### src/rtl/pt_read_retry_pkg.sv
package pt_read_retry_pkg;

  // Strobes from the control FSM to the datapath, valid for one cycle.
  typedef struct packed {
    logic startFetch;  // record region/address, raise fetch request
    logic clearPend;   // drop pending fetch and latched word
    logic cntClr;      // restart the waiting window
    logic cntInc;      // advance the waiting window
    logic respDone;    // answer with target-ready
    logic respRetry;   // answer with stop
    logic useReg;      // completion takes the operation register word
  } ctlStrobes_t;

  typedef enum logic {
    ST_IDLE = 1'b0,
    ST_WAIT = 1'b1
  } ctlState_t;

endpackage

### src/rtl/pt_read_retry_dp.sv
module pt_read_retry_dp
  import pt_read_retry_pkg::*;
#(
  parameter int ADDR_W    = 32,
  parameter int DATA_W    = 32,
  parameter int REGION_W  = 2,
  parameter int WAIT_CLKS = 16
) (
  input  logic                clk,
  input  logic                rstN,
  input  ctlStrobes_t         strb,
  input  logic [REGION_W-1:0] busRegion,
  input  logic [ADDR_W-1:0]   busAddr,
  input  logic [DATA_W-1:0]   regRdData,
  input  logic                beReady,
  input  logic [DATA_W-1:0]   beData,
  output logic                pendValid,
  output logic [REGION_W-1:0] pendRegion,
  output logic                dataValid,
  output logic                cntAtLimit,
  output logic                beReq,
  output logic [ADDR_W-1:0]   beAddr,
  output logic [REGION_W-1:0] beRegion,
  output logic                devSel,
  output logic                trdy,
  output logic                stop,
  output logic [DATA_W-1:0]   rdData
);

  localparam int CNT_W = (WAIT_CLKS > 2) ? $clog2(WAIT_CLKS) : 1;
  localparam logic [CNT_W-1:0] CNT_LAST = CNT_W'(WAIT_CLKS - 1);

  logic [ADDR_W-1:0] pendAddr;
  logic [DATA_W-1:0] dataLatch;
  logic [CNT_W-1:0]  waitCnt;

  // Pending fetch record
  always_ff @(posedge clk) begin
    if (!rstN) begin
      pendValid  <= 1'b0;
      pendRegion <= '0;
      pendAddr   <= '0;
    end else if (strb.startFetch) begin
      pendValid  <= 1'b1;
      pendRegion <= busRegion;
      pendAddr   <= busAddr;
    end else if (strb.clearPend) begin
      pendValid  <= 1'b0;
    end
  end

  // Late data latch: only a strobe for an outstanding fetch is kept
  always_ff @(posedge clk) begin
    if (!rstN) begin
      dataValid <= 1'b0;
      dataLatch <= '0;
    end else if (strb.clearPend) begin
      dataValid <= 1'b0;
    end else if (beReady && pendValid && !dataValid) begin
      dataValid <= 1'b1;
      dataLatch <= beData;
    end
  end

  // Waiting window counter, held at its last value
  always_ff @(posedge clk) begin
    if (!rstN) begin
      waitCnt <= '0;
    end else if (strb.cntClr) begin
      waitCnt <= '0;
    end else if (strb.cntInc && waitCnt != CNT_LAST) begin
      waitCnt <= waitCnt + 1'b1;
    end
  end

  assign cntAtLimit = (waitCnt == CNT_LAST);

  // Bus response and fetch request registers
  always_ff @(posedge clk) begin
    if (!rstN) begin
      beReq  <= 1'b0;
      devSel <= 1'b0;
      trdy   <= 1'b0;
      stop   <= 1'b0;
      rdData <= '0;
    end else begin
      beReq  <= strb.startFetch;
      devSel <= strb.respDone | strb.respRetry;
      trdy   <= strb.respDone;
      stop   <= strb.respRetry;
      if (strb.respDone) begin
        if (strb.useReg)     rdData <= regRdData;
        else if (dataValid)  rdData <= dataLatch;
        else                 rdData <= beData;
      end
    end
  end

  assign beAddr   = pendAddr;
  assign beRegion = pendRegion;

endmodule

### src/rtl/pt_read_retry_ctl.sv
module pt_read_retry_ctl
  import pt_read_retry_pkg::*;
#(
  parameter int REGION_W = 2
) (
  input  logic                clk,
  input  logic                rstN,
  input  logic                busReq,
  input  logic                busIsPt,
  input  logic [REGION_W-1:0] busRegion,
  input  logic                beReady,
  input  logic                pendValid,
  input  logic [REGION_W-1:0] pendRegion,
  input  logic                dataValid,
  input  logic                cntAtLimit,
  output ctlStrobes_t         strb,
  output logic                waiting
);

  ctlState_t state, nextState;

  always_ff @(posedge clk) begin
    if (!rstN) state <= ST_IDLE;
    else       state <= nextState;
  end

  always_comb begin
    strb      = '0;
    nextState = state;
    case (state)
      ST_IDLE: begin
        if (busReq) begin
          if (!busIsPt) begin
            strb.respDone = 1'b1;
            strb.useReg   = 1'b1;
          end else if (pendValid && busRegion != pendRegion) begin
            strb.respRetry = 1'b1;
          end else if (pendValid) begin
            if (dataValid || beReady) begin
              strb.respDone  = 1'b1;
              strb.clearPend = 1'b1;
            end else begin
              strb.cntClr = 1'b1;
              nextState   = ST_WAIT;
            end
          end else begin
            strb.startFetch = 1'b1;
            strb.cntClr     = 1'b1;
            nextState       = ST_WAIT;
          end
        end
      end
      ST_WAIT: begin
        if (beReady) begin
          strb.respDone  = 1'b1;
          strb.clearPend = 1'b1;
          nextState      = ST_IDLE;
        end else if (cntAtLimit) begin
          strb.respRetry = 1'b1;
          nextState      = ST_IDLE;
        end else begin
          strb.cntInc = 1'b1;
        end
      end
      default: nextState = ST_IDLE;
    endcase
  end

  assign waiting = (state == ST_WAIT);

endmodule

### src/rtl/pt_read_retry.sv
module pt_read_retry
  import pt_read_retry_pkg::*;
#(
  parameter int ADDR_W    = 32,
  parameter int DATA_W    = 32,
  parameter int REGION_W  = 2,
  parameter int WAIT_CLKS = 16
) (
  input  logic                clk,
  input  logic                rstN,
  input  logic                busReq,
  input  logic                busIsPt,
  input  logic [REGION_W-1:0] busRegion,
  input  logic [ADDR_W-1:0]   busAddr,
  input  logic [DATA_W-1:0]   regRdData,
  output logic                beReq,
  output logic [REGION_W-1:0] beRegion,
  output logic [ADDR_W-1:0]   beAddr,
  input  logic                beReady,
  input  logic [DATA_W-1:0]   beData,
  output logic                devSel,
  output logic                trdy,
  output logic                stop,
  output logic [DATA_W-1:0]   rdData
);

  ctlStrobes_t         strb;
  logic                waiting;
  logic                pendValid;
  logic [REGION_W-1:0] pendRegion;
  logic                dataValid;
  logic                cntAtLimit;

  pt_read_retry_ctl #(.REGION_W(REGION_W)) i_ctl (
    .clk        (clk),
    .rstN       (rstN),
    .busReq     (busReq),
    .busIsPt    (busIsPt),
    .busRegion  (busRegion),
    .beReady    (beReady),
    .pendValid  (pendValid),
    .pendRegion (pendRegion),
    .dataValid  (dataValid),
    .cntAtLimit (cntAtLimit),
    .strb       (strb),
    .waiting    (waiting)
  );

  pt_read_retry_dp #(
    .ADDR_W(ADDR_W), .DATA_W(DATA_W), .REGION_W(REGION_W), .WAIT_CLKS(WAIT_CLKS)
  ) i_dp (
    .clk        (clk),
    .rstN       (rstN),
    .strb       (strb),
    .busRegion  (busRegion),
    .busAddr    (busAddr),
    .regRdData  (regRdData),
    .beReady    (beReady),
    .beData     (beData),
    .pendValid  (pendValid),
    .pendRegion (pendRegion),
    .dataValid  (dataValid),
    .cntAtLimit (cntAtLimit),
    .beReq      (beReq),
    .beAddr     (beAddr),
    .beRegion   (beRegion),
    .devSel     (devSel),
    .trdy       (trdy),
    .stop       (stop),
    .rdData     (rdData)
  );

endmodule

### config.mk
export PLATFORM = sky130hd
export DESIGN_NAME = pt_read_retry
export DESIGN_NICKNAME = d
export VERILOG_FILES = /design/src/rtl/pt_read_retry_pkg.sv /design/src/rtl/pt_read_retry_dp.sv /design/src/rtl/pt_read_retry_ctl.sv /design/src/rtl/pt_read_retry.sv
export SDC_FILE = /design/constraint.sdc
export NUM_CORES = 1
export LEC_CHECK = 0
export CORE_UTILIZATION = 40
export CTS_CLUSTER_DIAMETER = 50
export DETAILED_ROUTE_END_ITERATION = 8
export GPL_ROUTABILITY_DRIVEN = 0
export PLACE_DENSITY = 0.86
export SYNTH_ARGS = -nofsm -noshare
export SYNTH_HDL_FRONTEND = slang
export SYNTH_SLANG_ARGS = --single-unit
### constraint.sdc
create_clock -name clk -period 1.4 [get_ports clk]
set_input_delay 0.28 -clock clk [delete_from_list [all_inputs] [get_ports clk]]
set_output_delay 0.28 -clock clk [all_outputs]
set_load 0.05 [all_outputs]
**Word-level counts from Yosys, hierarchy flattened**

Cells that the tools add are included.

- Equal/unequal tests: 3
- Add/sub/neg operators: 1
- Multiplexer cells: 33
- Bitwise gates (word level): 4
- Reduce and logical (&&, ||, !) cells: 10

Operators by type and width:

| kind | count |
|---|---|
| $mux 32 | 2 |
| $mux 1 | 24 |
| $mux 3 | 4 |
| $add 4x1->4 const B | 1 |
| $eq 4x4->1 const B | 1 |
| $logic_and 1x1->1 | 4 |
| $ne 4x4->1 const B | 1 |
| $pmux 1 s2 | 2 |
| $pmux 2 s2 | 1 |
| $reduce_or 2->1 | 2 |
| $not 1->1 | 3 |
| $ne 2x2->1 | 1 |
| $reduce_and 2->1 | 1 |
| $reduce_bool 2->1 | 1 |
| $logic_not 1->1 | 1 |
| $logic_or 1x1->1 | 1 |
| $or 1x1->1 | 1 |

- Word-level logic and storage cells: 63
- Output and inout port bits: 70
- Flip-flop bits (word level): 109

**Logic depth before layout (Yosys ltp)**

Gate-level depths: netlist of run 1.

- Depth after elaboration: 9
- Gate-level depth with buffers: 7
- Gate-level depth less buffers: 5

**Cells and area by module**

Synthesis of run 1 repeated with hierarchy kept, for this count alone.

- Cell total of the unflattened synthesis: 532
- Area, all modules: 4654.5 sq um

Modules (own cells, without submodules):

| module | times used | cells an instance | area an instance (sq um) |
|---|---|---|---|
| pt_read_retry_dp | 1 | 508 | 4486.8 |
| pt_read_retry_ctl | 1 | 24 | 167.7 |

**Least setup slack after synthesis of run 1**

OpenSTA, ideal clock, no wires.

- Kind: register to register
- Start: register i_dp.pendRegion[1], in the netlist i_dp.beRegion[1]
- End: register i_dp.dataLatch[14]
- Arrival time: 1.638 ns
- Path slack: -0.312 ns
- Path buffers: 2
- Clock period less this slack: 1.712 ns
- Setup time: 0.074 ns
- Required time: 1.326 ns
- Cell stages (with the launch flop): 7
- Cells stage by stage: dfxtp_1 -> xnor2_1 -> a41o_1 -> buf_2 -> buf_1 -> nand3_1 -> o21ai_0

- Cells in the longest elaborated chain, start to end: 8

Ends and longest elaborated chain:

| item | RTL line | RTL |
|---|---|---|
| start, declared | pt_read_retry_dp.sv:18 | `output logic [REGION_W-1:0] pendRegion,` |
| start signal, assigned | pt_read_retry_dp.sv:45 | `pendRegion <= busRegion;` |
| $ne 2x2->1 | pt_read_retry_ctl.sv:36 | `end else if (pendValid && busRegion != pendRegion) begin` |
| $logic_and 1x1->1 | pt_read_retry_ctl.sv:36 |  |
| $mux 3 | pt_read_retry_ctl.sv:36 |  |
| $mux 3 | pt_read_retry_ctl.sv:33 | `if (!busIsPt) begin` |
| $mux 3 | pt_read_retry_ctl.sv:32 | `if (busReq) begin` |
| $pmux 1 s2 | pt_read_retry_ctl.sv:30 | `case (state)` |
| $not 1->1 (no line) | n/a |  |
| $reduce_and 2->1 (no line) | n/a |  |
| end signal, assigned | pt_read_retry_dp.sv:61 | `dataLatch <= beData;` |
| end, declared | pt_read_retry_dp.sv:34 | `logic [DATA_W-1:0] dataLatch;` |

No other way between the ends.
A chain may end at the register's enable or synchronous reset.

**Worst setup path after layout of run 1**

- Start: register i_ctl.state, in the netlist i_ctl.waiting
- End: register i_dp.waitCnt[1]

- Cells in the longest elaborated chain, start to end: 2
- Elaborated cells on any way between the ends: 4
- Those cells by class: 2 x mux; 2 x reduce/logical

Ends and longest elaborated chain:

| item | RTL line | RTL |
|---|---|---|
| start, declared | pt_read_retry_ctl.sv:20 | `ctlState_t state, nextState;` |
| start signal, assigned | pt_read_retry_ctl.sv:24 | `else state <= nextState;` |
| $mux 1 | pt_read_retry_ctl.sv:30 |  |
| $reduce_or 2->1 (no line) or $logic_and 1x1->1 (tied branches) | n/a |  |
| end signal, assigned | pt_read_retry_dp.sv:72 | `waitCnt <= waitCnt + 1'b1;` |
| end, declared | pt_read_retry_dp.sv:35 | `logic [CNT_W-1:0] waitCnt;` |

Parallel ways exist; a longest one is shown, timed or not.

==> results of run 1 <==
==> synth_stat cells (2+ instances only) <==
cell / count
sky130_fd_sc_hd__nor2_1: 7
sky130_fd_sc_hd__dfxtp_1: 109
sky130_fd_sc_hd__a211oi_1: 2
sky130_fd_sc_hd__buf_1: 9
sky130_fd_sc_hd__o21ai_2: 20
sky130_fd_sc_hd__buf_6: 3
sky130_fd_sc_hd__clkbuf_1: 28
sky130_fd_sc_hd__nand2_1: 138
sky130_fd_sc_hd__o211ai_1: 34
sky130_fd_sc_hd__nand4_1: 33
sky130_fd_sc_hd__and2_1: 2
sky130_fd_sc_hd__nand3_1: 36
sky130_fd_sc_hd__xnor2_1: 2
sky130_fd_sc_hd__o21a_1: 2
sky130_fd_sc_hd__o21ai_1: 9
sky130_fd_sc_hd__buf_2: 14
sky130_fd_sc_hd__mux2i_1: 32
sky130_fd_sc_hd__xor2_1: 3
sky130_fd_sc_hd__o21ai_0: 35
sky130_fd_sc_hd__a21oi_1: 37
sky130_fd_sc_hd__nor2b_1: 3
==> how the worst min path moves through the flow <==
| stage | end | startpoint | slack, ps |
|---|---|---|---|
| after global routing | i_dp.devSel | rstN | 270 |
| final | i_dp.dataValid | rstN | 280 |
| after CTS | i_dp.devSel | rstN | 250 |
| after global placement | i_dp.dataLatch[1] | i_dp.dataLatch[1] | 450 |
| after detailed placement | i_dp.dataLatch[28] | i_dp.dataLatch[28] | 460 |
| after floorplan | i_dp.beRegion[0] | busRegion[0] | 410 |
==> registers in the layout, summed over array words and instances, names as in the netlist <==
signal / flops
i_dp.beReq: 1
i_dp.beAddr: 32
i_ctl.waiting: 1
i_dp.dataLatch: 32
i_dp.devSel: 1
i_dp.stop: 1
i_dp.trdy: 1
i_dp.beRegion: 2
i_dp.pendValid: 1
i_dp.waitCnt: 4
i_dp.rdData: 32
i_dp.dataValid: 1
==> per-layer routing <==
layer	vias to the layer above	global-route usage [%]
li1	2380	-
met3	78	4.885
met5	-	0
met2	278	44.64
met4	0	16.18
met1	2497	30.82
==> layout make-up <==
class	count	area, µm²
multi-input cells	407	2554
diodes	4	10.01
clock inverters	5	106.4
clock buffers	11	252.7
well taps	143	178.9
inverters	1	3.754
repair buffers	220	3238
flip-flops and latches	109	2193
fillers	693	2930
==> through the flow <==
| stage | cell area, µm² | setup WS (ps) | instances |
|---|---|---|---|
| 2_1_floorplan | 4746 | -23.38 | 570 |
| 3_3_place_gp | 7416 | -594.2 | 855 |
| 3_5_place_dp | 7416 | -640.3 | 855 |
| 4_1_cts | 8185 | -87.76 | 886 |
| 5_1_grt | 8534 | -295.4 | 899 |
| 6_report | 8537 | -246.0 | 900 |
==> power breakdown <==
group          leakage [µW]  switching, µW  total, µW  internal [µW]
Clock              0.000172           1140       2990           1850
Sequential         0.000891            180       3450           3270
Combinational       0.00219           1240       2490           1240
==> worst max-delay path, stage by stage (launching register included) <==
cell                       delay (ps)
sky130_fd_sc_hd__dfxtp_2          340
sky130_fd_sc_hd__buf_6            120
sky130_fd_sc_hd__nand3b_1         250
sky130_fd_sc_hd__or3_4            400
sky130_fd_sc_hd__o211ai_1         210
sky130_fd_sc_hd__buf_4            170
sky130_fd_sc_hd__a21oi_1           40
==> logic make-up after synthesis <==
kind of cell / share of synthesized area [%]
and+or+nand+nor: 21.76
AOI/OAI and AO/OA: 18.76
DFF: 46.27
buffers and inverters: 5.227
muxes: 6.792
xor gates and xnor gates: 0.9288
adders and majority gates: 0.2653
==> repair_timing <==
action                                  in CTS  in global routing
endpoints found under the setup margin     106                108
gates resized for setup                     54                 45
setup buffers                                8                  4
pin swaps                                   25                 39
gates cloned                                 7                  8
==> flow_summary.yaml, run 1 <==
final_layout:
  most-common-layout-cells: "sky130_fd_sc_hd__nand2_1, sky130_fd_sc_hd__dfxtp_1, sky130_fd_sc_hd__clkdlybuf4s50_1"
  finalCoreUtilization_pct: 74.45
  final_common_cell: "sky130_fd_sc_hd__nand2_1"
  area_growth_syn_to_layout_pct: 81.03
  layout-drive-gt1-share_pct: 28.69
  design.final.nets: 852
critical_path:
  crit_path_max_fanout: 4
  r2r-start: "i_ctl.waiting"
  rr_worst_depth: 6
  crit_path_end_kind: "flip-flop"
  timing.critical_path.from: "i_ctl.waiting"
  worst_ep_arrival_time_ps: 1880
  timing_worst_setup_path_type: "flip-flop to flip-flop"
  critPathLaunchType: "flip-flop"
  timing.reg2reg.setup_slack_ps: -250
  r2r_end: "i_dp.waitCnt[1]"
  cp-endpoint: "i_dp.waitCnt[1]"
  worst_ep_required_time_ps: 1640
sta:
  finalSetupTns_ps: -15730
  fmaxAchievable_mhz: 607.5
  slew_headroom_pct: 76.71
  worst_hold_slack_ps: 283.7
  rsz0062_at_grt: "true"
  final_period_minus_worst_setup_slack_ps: 1646
  fin_skew_ps: 7.085
  finalSetupViolations: 107
  report.final.hold_viol_count: 0
  final_max_slew_viol_count: 0
  layout_setup_ws_ps: -246.0
  final.period_utilization_pct: 117.6
  worstMarginPinSlew_ps: 349.3
detailed_routing:
  number_of_search_and_repair_iterations_in_the_first_detailed_routing_pass: 5
  met2RoutedLength_um: 9407
  met3_wirelength_um: 1143
  routed.top_layer: "met4"
  routed_wirelength_normalized_by_instance_count_um: 20.67
  dr_total_vias: 5233
  route.layer.met1.wl_um: 7069
  detailedRoute.firstIterationViolations: 449
  route.final.wire_length_um: 18610
  post_drt_via_cell_ratio: 5.814
  post_route_antenna_net_violation_count: 0
  drc: 0
synth:
  ys_seq_area_share_pct: 46.27
  postSynthCellCount: 570
  library_cells_used_by_synthesis: 33
  synth_warnings: 0
  average_instance_area_after_synthesis_um2: 8.273
  ys_async_sr_fraction_pct: 0
  syn_area_mm2: 0.004716
  postSynth.topFlopCell: "sky130_fd_sc_hd__dfxtp_1"
  post_synth_top_area_share_pct: 46.27
  post-synth-top-area-cell: "sky130_fd_sc_hd__dfxtp_1"
  synth_edf_count: 0
  synth_fp_nets: 674
  post_synth_main_area_contributors: "sky130_fd_sc_hd__dfxtp_1, sky130_fd_sc_hd__nand2_1, sky130_fd_sc_hd__mux2i_1"
  ff_latch_count_synth: 109
pwr:
  worst_ir_drop_vdd_mv: 0.7585
  fin_total_pwr_uw: 8926
  p_per_area_mw_per_mm2: 1046
  p_leak_uw: 0.003250
global_routing:
  grt_start_max_net_pins: 48
  grt_pass1_wl_um: 25650
  overflow: 0
  total_global_route_track_usage_pct: 26.38
  antenna_found_initial: 4
  vias_in_the_first_global_route: 4972
cts:
  cts_buffers: 9
  clock_sink_count: 109
  cts_tree: "yes"
  clk_latency_ps: 350
  cts_buffer_depth: 2
  clock_tree.htree_level_count: 3
  ctsRootBufferMaster: "sky130_fd_sc_hd__clkbuf_16"
  cts_hold_buf: 0
  clock_input_transition_at_the_sequential_cells_of_the_worst_setup_and_hold_paths_ps: 70
min_path:
  min_path_type: "input port to flip-flop"
  hold-path-cell-count: 3
job:
  cap_violations: 0
placement:
  hpwlAfterDp_um: 10430
  number_of_buffers_inserted_by_port_buffering: 172
die:
  rows: 39
  start_util_pct: 41.12
  die-height_um: 110.6
  io_pins: 173
  die_area_mm2: 0.01223
  dieWidth_um: 110.6
  core-area_mm2: 0.01147
status:
  status: "finished, violations left"
  violations: "negative setup slack"
No activity file was read; power rests on OpenSTA's default activity.
==> run 2: changes to the inputs <==
--- a/config.mk
+++ b/config.mk
@@ -5,11 +5,11 @@
 export SDC_FILE = /design/constraint.sdc
 export NUM_CORES = 1
 export LEC_CHECK = 0
-export CORE_UTILIZATION = 40
+export CORE_UTILIZATION = 48
 export CTS_CLUSTER_DIAMETER = 50
 export DETAILED_ROUTE_END_ITERATION = 8
 export GPL_ROUTABILITY_DRIVEN = 0
-export PLACE_DENSITY = 0.86
+export PLACE_DENSITY = 0.95
 export SYNTH_ARGS = -nofsm -noshare
 export SYNTH_HDL_FRONTEND = slang
 export SYNTH_SLANG_ARGS = --single-unit
==> constraint.sdc (replaced) <==
create_clock -name clk -period 2.1 [get_ports clk]
set_input_delay 0.42 -clock clk [delete_from_list [all_inputs] [get_ports clk]]
set_output_delay 0.42 -clock clk [all_outputs]
set_load 0.05 [all_outputs]
==> run 2 against run 1 <==
Against the previous run:
- the run now ends clean
- clock skew rose by 9.4 ps
- via count fell by 10%
- hold slack improved by 54 ps
- non-clock buffer count fell by 33
- highest routed layer unchanged
==> flow_summary.yaml, run 2 (synthesis gave the netlist of run 1 again) <==
die:
  rows: 35
  start_util_pct: 50.32
  die-height_um: 101.1
  io_pins: 173
  die_area_mm2: 0.01023
  dieWidth_um: 101.1
  core-area_mm2: 0.009371
critical_path:
  crit_path_cell_trace: "clkdlybuf4s50_1"
  crit_path_end_kind: "primary output"
  crit_path_max_fanout: 3
  worst_path_max_delay_cell: "sky130_fd_sc_hd__clkdlybuf4s50_1"
  cp_top_family: "buffers and inverters"
  worst_path_buffer_plus_inverter_count: 1
  slowest_delay_ps: 840
  worst_ep_arrival_time_ps: 1610
  timing_worst_setup_path_type: "flip-flop to primary output"
  worst_ep_required_time_ps: 1680
  critPathLaunchType: "flip-flop"
sta:
  final_period_minus_worst_setup_slack_ps: 2031
  worstMarginPinSlew_ps: 608.2
  fmaxAchievable_mhz: 492.4
  slew_headroom_pct: 59.40
  finalSetupViolations: 0
  final_max_slew_viol_count: 0
  rsz0062_at_grt: "false"
  report.final.hold_viol_count: 0
  fin_skew_ps: 16.46
  final.period_utilization_pct: 96.71
status:
  status: "finished clean"
global_routing:
  antenna_found_initial: 0
  grt_pass1_wl_um: 20380
  vias_in_the_first_global_route: 4310
  total_global_route_track_usage_pct: 25.45
  met3_usage_pct: 4.646
  global_route.usage.met2_pct: 44.64
  groute.layer.met1.usage_pct: 29.43
  most_heavily_used_metal_layer_in_global_routing: "met2"
  grt_start_max_net_pins: 129
  overflow: 0
detailed_routing:
  dr_total_vias: 4705
  routed_wirelength_normalized_by_instance_count_um: 15.51
  detailedRoute.firstIterationViolations: 178
  drc: 0
  number_of_search_and_repair_iterations_in_the_first_detailed_routing_pass: 5
  post_drt_via_cell_ratio: 5.548
  route.final.wire_length_um: 13150
  post_route_antenna_net_violation_count: 0
final_layout:
  final_common_cell: "sky130_fd_sc_hd__clkdlybuf4s50_1"
  antenna_cells_inserted: 0
  finalCoreUtilization_pct: 71.67
  layout-drive-gt1-share_pct: 8.206
  most-common-layout-cells: "sky130_fd_sc_hd__clkdlybuf4s50_1, sky130_fd_sc_hd__nand2_1, sky130_fd_sc_hd__dfxtp_1"
  design.final.nets: 818
  area_growth_syn_to_layout_pct: 42.43
  filler_cell_count: 702
cts:
  clock_tree.htree_level_count: 3
  ctsRootBufferMaster: "sky130_fd_sc_hd__clkbuf_8"
  cts_buffer_depth: 2
  clock_input_transition_at_the_sequential_cells_of_the_worst_setup_and_hold_paths_ps: 110
  cts_tree: "yes"
  cts_resized: 0
  clk_latency_ps: 380
  cts_post_setup_buffers_inserted: 0
  cts_hold_buf: 0
  clock_sink_count: 109
  cts_buffers: 9
min_path:
  min_path_type: "input port to flip-flop"
pwr:
  fin_total_pwr_uw: 4610
  p_per_area_mw_per_mm2: 686.3
  p_leak_uw: 0.002379
  worst_ir_drop_vdd_mv: 0.3939
job:
  cap_violations: 0
placement:
  hpwlAfterDp_um: 9635
  number_of_buffers_inserted_by_port_buffering: 172
[run 2: cell count changes in the layout (fill, tap and decap cells not counted), sizes merged, moves of 4 or more]
cell	change
diode	-4
clkbuf	-9
dlygate4sd2	-5
clkdlybuf4s50	+75
buf	-96
[run 2: worst paths after layout]
check | startpoint | depth (start not counted) | endpoint | slack [ps]
worst min register to register | i_dp.beAddr[7] | 2 | i_dp.beAddr[7] | 460
worst max register to register | i_ctl.waiting | 4 | i_dp.rdData[31] | 410
worst max-delay path | i_dp.beRegion[1] | 1 | beRegion[1] | 70
worst min-delay path | rstN | 2 | i_dp.stop | 340
[run 2: cell type report]
type	count	area, µm²	share of cell area (%)
Clock buffer	9	123.9	1.844
Sequential cell	109	2183	32.51
Tap cell	129	161.4	2.403
Timing Repair Buffer	187	1894	28.20
Clock inverter	7	58.81	0.8756
Inverter	1	3.754	0.05589
Multi-Input combinational cell	406	2291	34.11
[run 2: metal layers]
metal	vias up	share of wire [%]
li1	2299	-
met1	2167	39
met3	38	6.6
met5	-	0
met4	0	3.7
met2	201	51
[run 2: metrics by stage]
step / std cells / hold slack [ps] / setup TNS, ps / cell area, µm² / worst slack (ps)
floorplan: 570 / 443.7 / 0 / 4716 / 388.1
global placement: 832 / 442.1 / -719.9 / 6534 / -60.79
detailed placement: 832 / 448.3 / -2378 / 6534 / -114.6
CTS: 848 / 329.9 / 0 / 6716 / 57.94
global route: 848 / 329.2 / 0 / 6716 / 27.32
finish: 848 / 337.3 / 0 / 6716 / 69.05
[run 2: power breakdown]
group | switching [µW] | total, µW | internal [µW]
Combinational | 682 | 1160 | 477
Sequential | 69.6 | 2250 | 2180
Clock | 755 | 1200 | 449
